**config.mk**
```make
export PLATFORM = sky130hd
export DESIGN_NAME = qr_valley_ctrl
export DESIGN_NICKNAME = d
export VERILOG_FILES = /design/src/rtl/qr_valley_pkg.sv /design/src/rtl/line_range_det.sv /design/src/rtl/valley_target_sel.sv /design/src/rtl/valley_seq.sv /design/src/rtl/qr_valley_ctrl.sv
export SDC_FILE = /design/constraint.sdc
export NUM_CORES = 1
export LEC_CHECK = 0
export BUFFER_PORTS_ARGS = -buffer_cell sky130_fd_sc_hd__buf_4
export CAP_MARGIN = 10
export CORE_MARGIN = 3
export CORE_UTILIZATION = 30
export CTS_CLUSTER_DIAMETER = 30
export DETAILED_ROUTE_END_ITERATION = 16
export GPL_TIMING_DRIVEN = 0
export SYNTH_ARGS = -nofsm -noshare
export SYNTH_HDL_FRONTEND = slang
export SYNTH_SLANG_ARGS = --single-unit
export TNS_END_PERCENT = 1
```
**constraint.sdc**
```tcl
create_clock -name clk -period 3.5 [get_ports clk]
set_clock_uncertainty 0.15 [all_clocks]
set_input_delay 0.7 -clock clk [delete_from_list [all_inputs] [get_ports clk]]
set_output_delay 0.7 -clock clk [all_outputs]
set_load 0.01 [all_outputs]
```
**src/rtl/qr_valley_pkg.sv**
```systemverilog
// Shared types and the valley choice rule for the valley controller.
package qr_valley_pkg;

    localparam int VALLEY_W = 4;

    typedef enum logic [1:0] {
        SEQ_IDLE = 2'd0,
        SEQ_HUNT = 2'd1,
        SEQ_DEAD = 2'd2
    } seq_state_t;

    // Valley number for a dimming step; high line adds hl_extra valleys.
    function automatic logic [VALLEY_W-1:0] pick_valley(
        input logic [1:0]          step,
        input logic                hl,
        input logic [VALLEY_W-1:0] hl_extra
    );
        logic [VALLEY_W-1:0] base;
        case (step)
            2'd0:    base = VALLEY_W'(1);
            2'd1:    base = VALLEY_W'(2);
            default: base = VALLEY_W'(5);
        endcase
        return hl ? base + hl_extra : base;
    endfunction

endpackage

```
**src/rtl/line_range_det.sv**
```systemverilog
// High-line detector with hysteresis.
// Sets at once when the line sense is above the upper threshold.
// Clears only after FILTER_US microsecond ticks of continuous below-lower-threshold.
// Assumes tick_us is a one-cycle strobe and both flags are already synchronised.
module line_range_det #(
    parameter int FILTER_US = 25000
) (
    input  logic clk,
    input  logic rst_n,
    input  logic tick_us,
    input  logic vs_above_hi,
    input  logic vs_below_lo,
    output logic high_line
);
    localparam int FW = $clog2(FILTER_US + 1);

    logic [FW-1:0] filt_cnt;

    // Range flag and its low-side filter counter.
    always_ff @(posedge clk) begin
        if (!rst_n) begin
            high_line <= 1'b0;
            filt_cnt  <= '0;
        end else if (vs_above_hi) begin
            high_line <= 1'b1;
            filt_cnt  <= '0;
        end else if (high_line && vs_below_lo) begin
            if (tick_us) begin
                if (filt_cnt == FW'(FILTER_US - 1)) begin
                    high_line <= 1'b0;
                    filt_cnt  <= '0;
                end else begin
                    filt_cnt <= filt_cnt + 1'b1;
                end
            end
        end else begin
            filt_cnt <= '0;
        end
    end

    assert_enter_R6: assert property (@(posedge clk) disable iff (!rst_n)
        vs_above_hi |=> high_line);
    assert_leave_filtered_R7: assert property (@(posedge clk) disable iff (!rst_n)
        $fell(high_line) |-> ($past(vs_below_lo) && $past(tick_us)));

endmodule

```
**src/rtl/valley_target_sel.sv**
```systemverilog
// Locks the target valley and the dead-time flag at each cycle start.
// Assumes demag_start marks the first clock of a switching cycle.
module valley_target_sel
    import qr_valley_pkg::*;
#(
    parameter int HL_EXTRA = 1
) (
    input  logic                clk,
    input  logic                rst_n,
    input  logic                demag_start,
    input  logic [1:0]          dim_step,
    input  logic                high_line,
    output logic [VALLEY_W-1:0] target_valley,
    output logic                add_dead
);
    // Capture step and line range only at the cycle boundary.
    always_ff @(posedge clk) begin
        if (!rst_n) begin
            target_valley <= pick_valley(2'd0, 1'b0, VALLEY_W'(HL_EXTRA));
            add_dead      <= 1'b0;
        end else if (demag_start) begin
            target_valley <= pick_valley(dim_step, high_line, VALLEY_W'(HL_EXTRA));
            add_dead      <= (dim_step == 2'd3);
        end
    end

    assert_locked_R4: assert property (@(posedge clk) disable iff (!rst_n)
        !demag_start |=> ($stable(target_valley) && $stable(add_dead)));

endmodule

```
**src/rtl/valley_seq.sv**
```systemverilog
// Per-cycle sequencer.
// Counts valleys after demag_start and requests turn-on at the target.
// Optionally waits a dead time first, and forces a request on timeout.
// Assumes valley_pulse and tick_us are one-cycle strobes.
module valley_seq
    import qr_valley_pkg::*;
#(
    parameter int DEAD_US    = 40,
    parameter int TIMEOUT_US = 40
) (
    input  logic                clk,
    input  logic                rst_n,
    input  logic                tick_us,
    input  logic                demag_start,
    input  logic                valley_pulse,
    input  logic [VALLEY_W-1:0] target_valley,
    input  logic                add_dead,
    output logic                turn_on_req,
    output logic                forced_on
);
    localparam int DW = $clog2(DEAD_US + 1);
    localparam int TW = $clog2(TIMEOUT_US + 1);

    seq_state_t          state;
    logic [VALLEY_W-1:0] vcnt;
    logic [DW-1:0]       dcnt;
    logic [TW-1:0]       tmo;
    logic                hit;

    // Target valley seen in this clock.
    always_comb hit = valley_pulse && ((vcnt + 1'b1) == target_valley);

    // Cycle state machine with valley, dead-time and timeout counters.
    always_ff @(posedge clk) begin
        if (!rst_n) begin
            state       <= SEQ_IDLE;
            vcnt        <= '0;
            dcnt        <= '0;
            tmo         <= '0;
            turn_on_req <= 1'b0;
            forced_on   <= 1'b0;
        end else begin
            turn_on_req <= 1'b0;
            forced_on   <= 1'b0;
            if (demag_start) begin
                state <= SEQ_HUNT;
                vcnt  <= '0;
                tmo   <= '0;
                dcnt  <= '0;
            end else begin
                case (state)
                    SEQ_HUNT: begin
                        if (valley_pulse) vcnt <= vcnt + 1'b1;
                        if (hit) begin
                            if (add_dead) begin
                                state <= SEQ_DEAD;
                                dcnt  <= '0;
                            end else begin
                                state       <= SEQ_IDLE;
                                turn_on_req <= 1'b1;
                            end
                        end else if (tick_us) begin
                            if (tmo == TW'(TIMEOUT_US - 1)) begin
                                state       <= SEQ_IDLE;
                                turn_on_req <= 1'b1;
                                forced_on   <= 1'b1;
                            end else begin
                                tmo <= tmo + 1'b1;
                            end
                        end
                    end
                    SEQ_DEAD: begin
                        if (tick_us) begin
                            if (dcnt == DW'(DEAD_US - 1)) begin
                                state       <= SEQ_IDLE;
                                turn_on_req <= 1'b1;
                            end else begin
                                dcnt <= dcnt + 1'b1;
                            end
                        end
                    end
                    default: ;
                endcase
            end
        end
    end

    assert_one_req_R5: assert property (@(posedge clk) disable iff (!rst_n)
        (state == SEQ_IDLE && !demag_start) |=> !turn_on_req);
    assert_forced_is_req_R8: assert property (@(posedge clk) disable iff (!rst_n)
        forced_on |-> turn_on_req);
    assert_count_bound_R1: assert property (@(posedge clk) disable iff (!rst_n)
        (state == SEQ_HUNT) |-> (vcnt < target_valley));
    assert_pulse_R10: assert property (@(posedge clk) disable iff (!rst_n)
        turn_on_req |=> !turn_on_req);

endmodule

```
**src/rtl/qr_valley_ctrl.sv**
```systemverilog
// Top of the quasi-resonant valley selection controller.
// Joins the line-range detector, the per-cycle target lock and the sequencer.
// Assumes all inputs are synchronous to clk.
module qr_valley_ctrl
    import qr_valley_pkg::*;
#(
    parameter int FILTER_US  = 25000,
    parameter int DEAD_US    = 40,
    parameter int TIMEOUT_US = 40,
    parameter int HL_EXTRA   = 1
) (
    input  logic                clk,
    input  logic                rst_n,
    input  logic                tick_us,
    input  logic                demag_start,
    input  logic                valley_pulse,
    input  logic [1:0]          dim_step,
    input  logic                vs_above_hi,
    input  logic                vs_below_lo,
    output logic                turn_on_req,
    output logic                forced_on,
    output logic                high_line,
    output logic [VALLEY_W-1:0] cur_valley
);
    logic add_dead;

    line_range_det #(.FILTER_US(FILTER_US)) u_line (
        .clk(clk), .rst_n(rst_n), .tick_us(tick_us),
        .vs_above_hi(vs_above_hi), .vs_below_lo(vs_below_lo),
        .high_line(high_line)
    );

    valley_target_sel #(.HL_EXTRA(HL_EXTRA)) u_sel (
        .clk(clk), .rst_n(rst_n), .demag_start(demag_start),
        .dim_step(dim_step), .high_line(high_line),
        .target_valley(cur_valley), .add_dead(add_dead)
    );

    valley_seq #(.DEAD_US(DEAD_US), .TIMEOUT_US(TIMEOUT_US)) u_seq (
        .clk(clk), .rst_n(rst_n), .tick_us(tick_us),
        .demag_start(demag_start), .valley_pulse(valley_pulse),
        .target_valley(cur_valley), .add_dead(add_dead),
        .turn_on_req(turn_on_req), .forced_on(forced_on)
    );

endmodule

```
[After elaboration in Yosys (flattened, before gate mapping)]
Index checks and enable logic that the tools add are counted.
Word-level totals
  logic and storage cells: 86
  register bits: 41
  output and inout bits: 7
  input bits: 9
Operators by class
  equality and inequality tests: 19
  bitwise operators: 5
  add/subtract/negate cells: 5
  muxes and demuxes: 29
  reduce and logical (&&, ||, !) cells: 17
Operators by type and width (number)
  2-to-1 mux 6 bit: 4
  adder 15 x 1 -> 15 bit (second input constant): 1
  == test 15 bit (second input constant): 1
  2-to-1 mux 15 bit: 1
  AND reduction 5 bit: 3
  adder 6 x 1 -> 6 bit (second input constant): 2
  == test 6 bit (second input constant): 2
  2-to-1 mux 2 bit: 6
  2-to-1 mux 4 bit: 3
  case mux 6 bit (2 select lines): 1
  2-to-1 mux 1 bit: 11
  adder 4 x 1 -> 4 bit (second input constant): 2
  nonzero test 2 bit: 4
  != test 2 bit (second input constant): 3
  != test 3 x 2 -> 1 bit (second input constant): 2
  case mux 3 bit (2 select lines): 1
  inverter 1 bit: 5
  == test 2 x 1 -> 1 bit (second input constant): 2
  == test 2 bit (second input constant): 2
  == test 4 bit: 1
  != test 2 x 1 -> 1 bit (second input constant): 2
  != test 4 x 2 -> 1 bit (second input constant): 1
  != test 4 x 3 -> 1 bit (second input constant): 1
  case mux 2 bit (2 select lines): 1
  12 further kinds: 13

[Longest topological paths before layout]
  word-level depth: 6
  gate-level depth with buffers: 7
  depth with buffers taken out: 7

[Modules after synthesis]
A second synthesis with hierarchy kept.
Unflattened totals
  cells, all modules: 247
  area total of the unflattened synthesis: 2225.9 sq um
Modules (own cells, without submodules)
  valley_seq: area an instance 1188.6 sq um, cells an instance 135, sequential area each 400.4 sq um, times used 1
  line_range_det: area an instance 764.5 sq um, cells an instance 81, sequential area each 320.3 sq um, times used 1
  valley_target_sel: area an instance 272.8 sq um, cells an instance 31, sequential area each 100.1 sq um, times used 1

[Worst setup path before layout]
No wires, ideal clock.
  path type: register to register
  start point: reg u_seq.vcnt[0]
  end point: reg u_seq.dcnt[2]
  stages on the path, launching flop included: 7
  data arrival time: 2.079 ns
  buffers on the path: 0
  setup time: 0.062 ns
  setup slack: 1.209 ns
  clock period less this slack: 2.291 ns
  required time: 3.288 ns
  cell sequence: dfxtp_1 > ha_1 > xnor2_1 > nand3_2 > o41a_4 > or4_1 > nand3_1
On the way
  word-level cells in the longest chain between the ends: 5
RTL lines
  from (decl): RTL line valley_seq.sv:25  | logic [VALLEY_W-1:0] vcnt;
  from (signal assigned): RTL line valley_seq.sv:53  | if (valley_pulse) vcnt <= vcnt + 1'b1;
  adder 4 x 1 -> 4 bit: RTL line valley_seq.sv:31  | always_comb hit = valley_pulse && ((vcnt + 1'b1) == target_valley);
  == test 4 bit: RTL line valley_seq.sv:31
  logical AND 1 bit: RTL line valley_seq.sv:31
  != test 2 x 1 -> 1 bit (no source line)
  AND reduction 5 bit (no source line)
  to (signal assigned): RTL line valley_seq.sv:78  | dcnt <= dcnt + 1'b1;
  to (decl): RTL line valley_seq.sv:26  | logic [DW-1:0] dcnt;
Every way passes these cells.
A chain may end at the register's enable or synchronous reset.

[Worst setup path in the final report]
Ends and elaborated chain as after synthesis.

==> flow_summary.ini <==
[drt]
drc = 0
ant_nets = 0
drtIter0Drc = 79
drt-total-wl_um = 4590
via_per_inst = 4.92
wl_per_cell_um = 12.3
drt_first_pass_iters = 4
num_vias = 1829

[die]
start_util_pct = 31.6
dieWidth_um = 91.6
rows = 30
die-area_mm2 = 0.00838
die_height_um = 91.6
boundaryPins = 16
core_area_mm2 = 0.00694

[synthesis]
synth_edf_count = 0
synth_cells = 254
synth_area_leader_cell = dfxtp_1
async_flop_share_pct = 0
syn_nets = 271
syn_area_mm2 = 0.00220
synth_top_area_share_pct = 37.4
ys_seq_elements = 41
yosys-top-cells-count = 41 x dfxtp_1, 27 x nor2_1, 24 x nand2_1, 14 x nand3_1
ys_top_cells_by_area = dfxtp_1 37%, xor2_1 4.8%, nor2_1 4.6%
ys_warn_count = 0
yosysMostFrequentCell = dfxtp_1
ys_seq_area_share_pct = 37.4
ys_types = 49
syn_area_per_cell_um2 = 8.65
ys_dominant_reg_cell = dfxtp_1

[clocking]
cts_made_buffers = 5
cts_tree = yes
path_clk_slew_ps = 80
clk_latency_ps = 300
cts_num_sinks = 41
ctsHtreeMaxLevel = 2
clk_path_buf_depth = 2
hold_buffers = 0
root_buffer = clkbuf_8
cts_setup_buffers = 0
cts_resized = 0

[sta]
relSlewSlack_pct = 60.1
period_needed_ps = 2430
setup_tns_ps = 0
grt_setup_unrepaired = no
period_share_pct = 69.5
finalSetupViolCount = 0
worst_pin_slew_ps = 597
timing.fmax_mhz = 411
slew_violations = 0
hold_viol = 0
layout_setup_ws_ps = 1070

[flow_run]
maxCapViolCount = 0

[worst_setup_path]
reg2reg_to = u_seq.dcnt[2]
cp-end-kind = flop
r2r_setup_slack_ps = 1070
critPathMaxFanout = 9
cp-start-kind = flop
endpoint = u_seq.dcnt[2]
r2r_start = u_seq.vcnt[0]
worst_ep_arrival_time_ps = 2520
path_class = flop to flop
r2r_cells = 6
required_ps = 3590
worstSetupStartpoint = u_seq.vcnt[0]

[grt]
grt_pass1_wl_um = 7920
grt_pass1_vias = 1744
antenna_found_initial = 0
grt_overflow = 0
grt_start_max_net_pins = 14
grt_usage_pct = 11.6

[final_layout]
drive_above_1_share_pct = 14.9
fillers = 729
nets = 292
n_antenna_cell = 0
syn2layout_area_growth_pct = 14.2

[outcome]
outcome = finished, final reports clean

[placed_design]
place_hpwl_um = 3380
port_buffers = 14
place.gp.congestion = 0.808
place_ws_ps = 1040

[power]
p_per_area_mw_per_mm2 = 351
p_leak_nw = 0.867
ir_drop_mv = 0.168

[worst_hold_path]
hold_path_class = flop to flop
hold_depth = 2
==> per-stage QoR <==
stage / total power (W) / utilization, % / hold slack, ps / cell area [um^2] / cells
floorplan: 0.000552 / - / 297 / 2200 / 254
CTS: 0.000897 / 36.1 / 332 / 2510 / 372
finish: 0.000879 / 36.1 / 330 / 2510 / 372
global route: 0.000924 / 36.1 / 371 / 2510 / 372
global placement: 0.000581 / 34.9 / 316 / 2420 / 364
detailed placement: 0.000583 / 34.9 / 320 / 2420 / 364
==> layer usage <==
metal	share of wire, %	up-vias	GRT usage [%]
li1	-	944	-
met1	48	848	14.8
met2	47	29	18.3
met3	3.6	8	2.90
met4	1.8	0	4.90
met5	0	-	0
==> kinds of logic (layout without fill, tap and decap cells) <==
kind of cell | count (synthesis) | in the layout | share of synthesized area, %
AOI/OAI and AO/OA | 46 | 46 | 15.0
and+or+nand+nor | 108 | 108 | 25.1
buffers and inverters | 23 | 45 | 5.53
adders and majority gates | 8 | 8 | 4.56
xor gates and xnor gates | 24 | 24 | 10.6
muxes | 4 | 4 | 1.88
DFF | 41 | 41 | 37.4
==> flip-flops by register name, summed over array words and instances (netlist names) <==
register,flops
u_seq.state,2
u_seq.vcnt,4
u_sel.add_dead,1
u_sel.target_valley,4
u_seq.turn_on_req,1
u_seq.forced_on,1
u_seq.dcnt,6
u_line.high_line,1
u_line.filt_cnt,15
u_seq.tmo,6
==> worst min-delay path by stage <==
| stage | start | end | slack (ps) |
|---|---|---|---|
| floorplan | u_seq.tmo[5] | u_seq.tmo[5] | 300 |
| global placement | u_seq.tmo[5] | u_seq.tmo[5] | 320 |
| detailed placement | u_seq.vcnt[1] | u_seq.vcnt[1] | 320 |
| CTS | u_seq.vcnt[1] | u_seq.vcnt[1] | 330 |
| global route | u_seq.dcnt[3] | u_seq.dcnt[3] | 370 |
| finish | u_seq.vcnt[1] | u_seq.vcnt[1] | 330 |
==> area by class of cell <==
class | instances | area, um^2 | share of cell area, %
plain buffers | 11 | 76.3 | 3.04
clock buffers | 5 | 68.8 | 2.74
clock inverters | 3 | 17.5 | 0.699
inverters | 12 | 45.0 | 1.80
multi-input cells | 190 | 1250 | 50.0
flip-flops and latches | 41 | 821 | 32.7
well taps | 96 | 120 | 4.79
repair buffers | 14 | 105 | 4.19
==> critical path: stages, from the launching register on <==
cell and delay, ps:
dfxtp_1 410, ha_1 280, xnor2_1 170, nand3_2 200, o41a_4 560, or4_1 510, nand3_1 80
==> power breakdown <==
part	internal (W)	leakage [nW]	switching [W]	total, W
Clock	0.000138	0.0439	0.000170	0.000308
Sequential	0.000472	0.332	0.00000578	0.000478
Combinational	0.0000402	0.491	0.0000535	0.0000937
Total	0.000650	0.867	0.000229	0.000879
==> placed cells by master, fill, tap and decap left out, types with 4 or more instances in the layout <==
| cell | count |
|---|---|
| nor2_1 | 27 |
| nand2_1 | 24 |
| ha_1 | 8 |
| nand4_1 | 11 |
| or3_1 | 5 |
| xor2_1 | 12 |
| or4_1 | 5 |
| xnor2_1 | 9 |
| nand3_1 | 14 |
| nor3_1 | 4 |
| o21ai_0 | 11 |
| dfxtp_1 | 41 |
| clkbuf_1 | 6 |
| a21oi_1 | 10 |
| buf_4 | 15 |
| clkbuf_8 | 8 |
| inv_1 | 12 |
No activity file was read; power rests on OpenSTA's default activity.
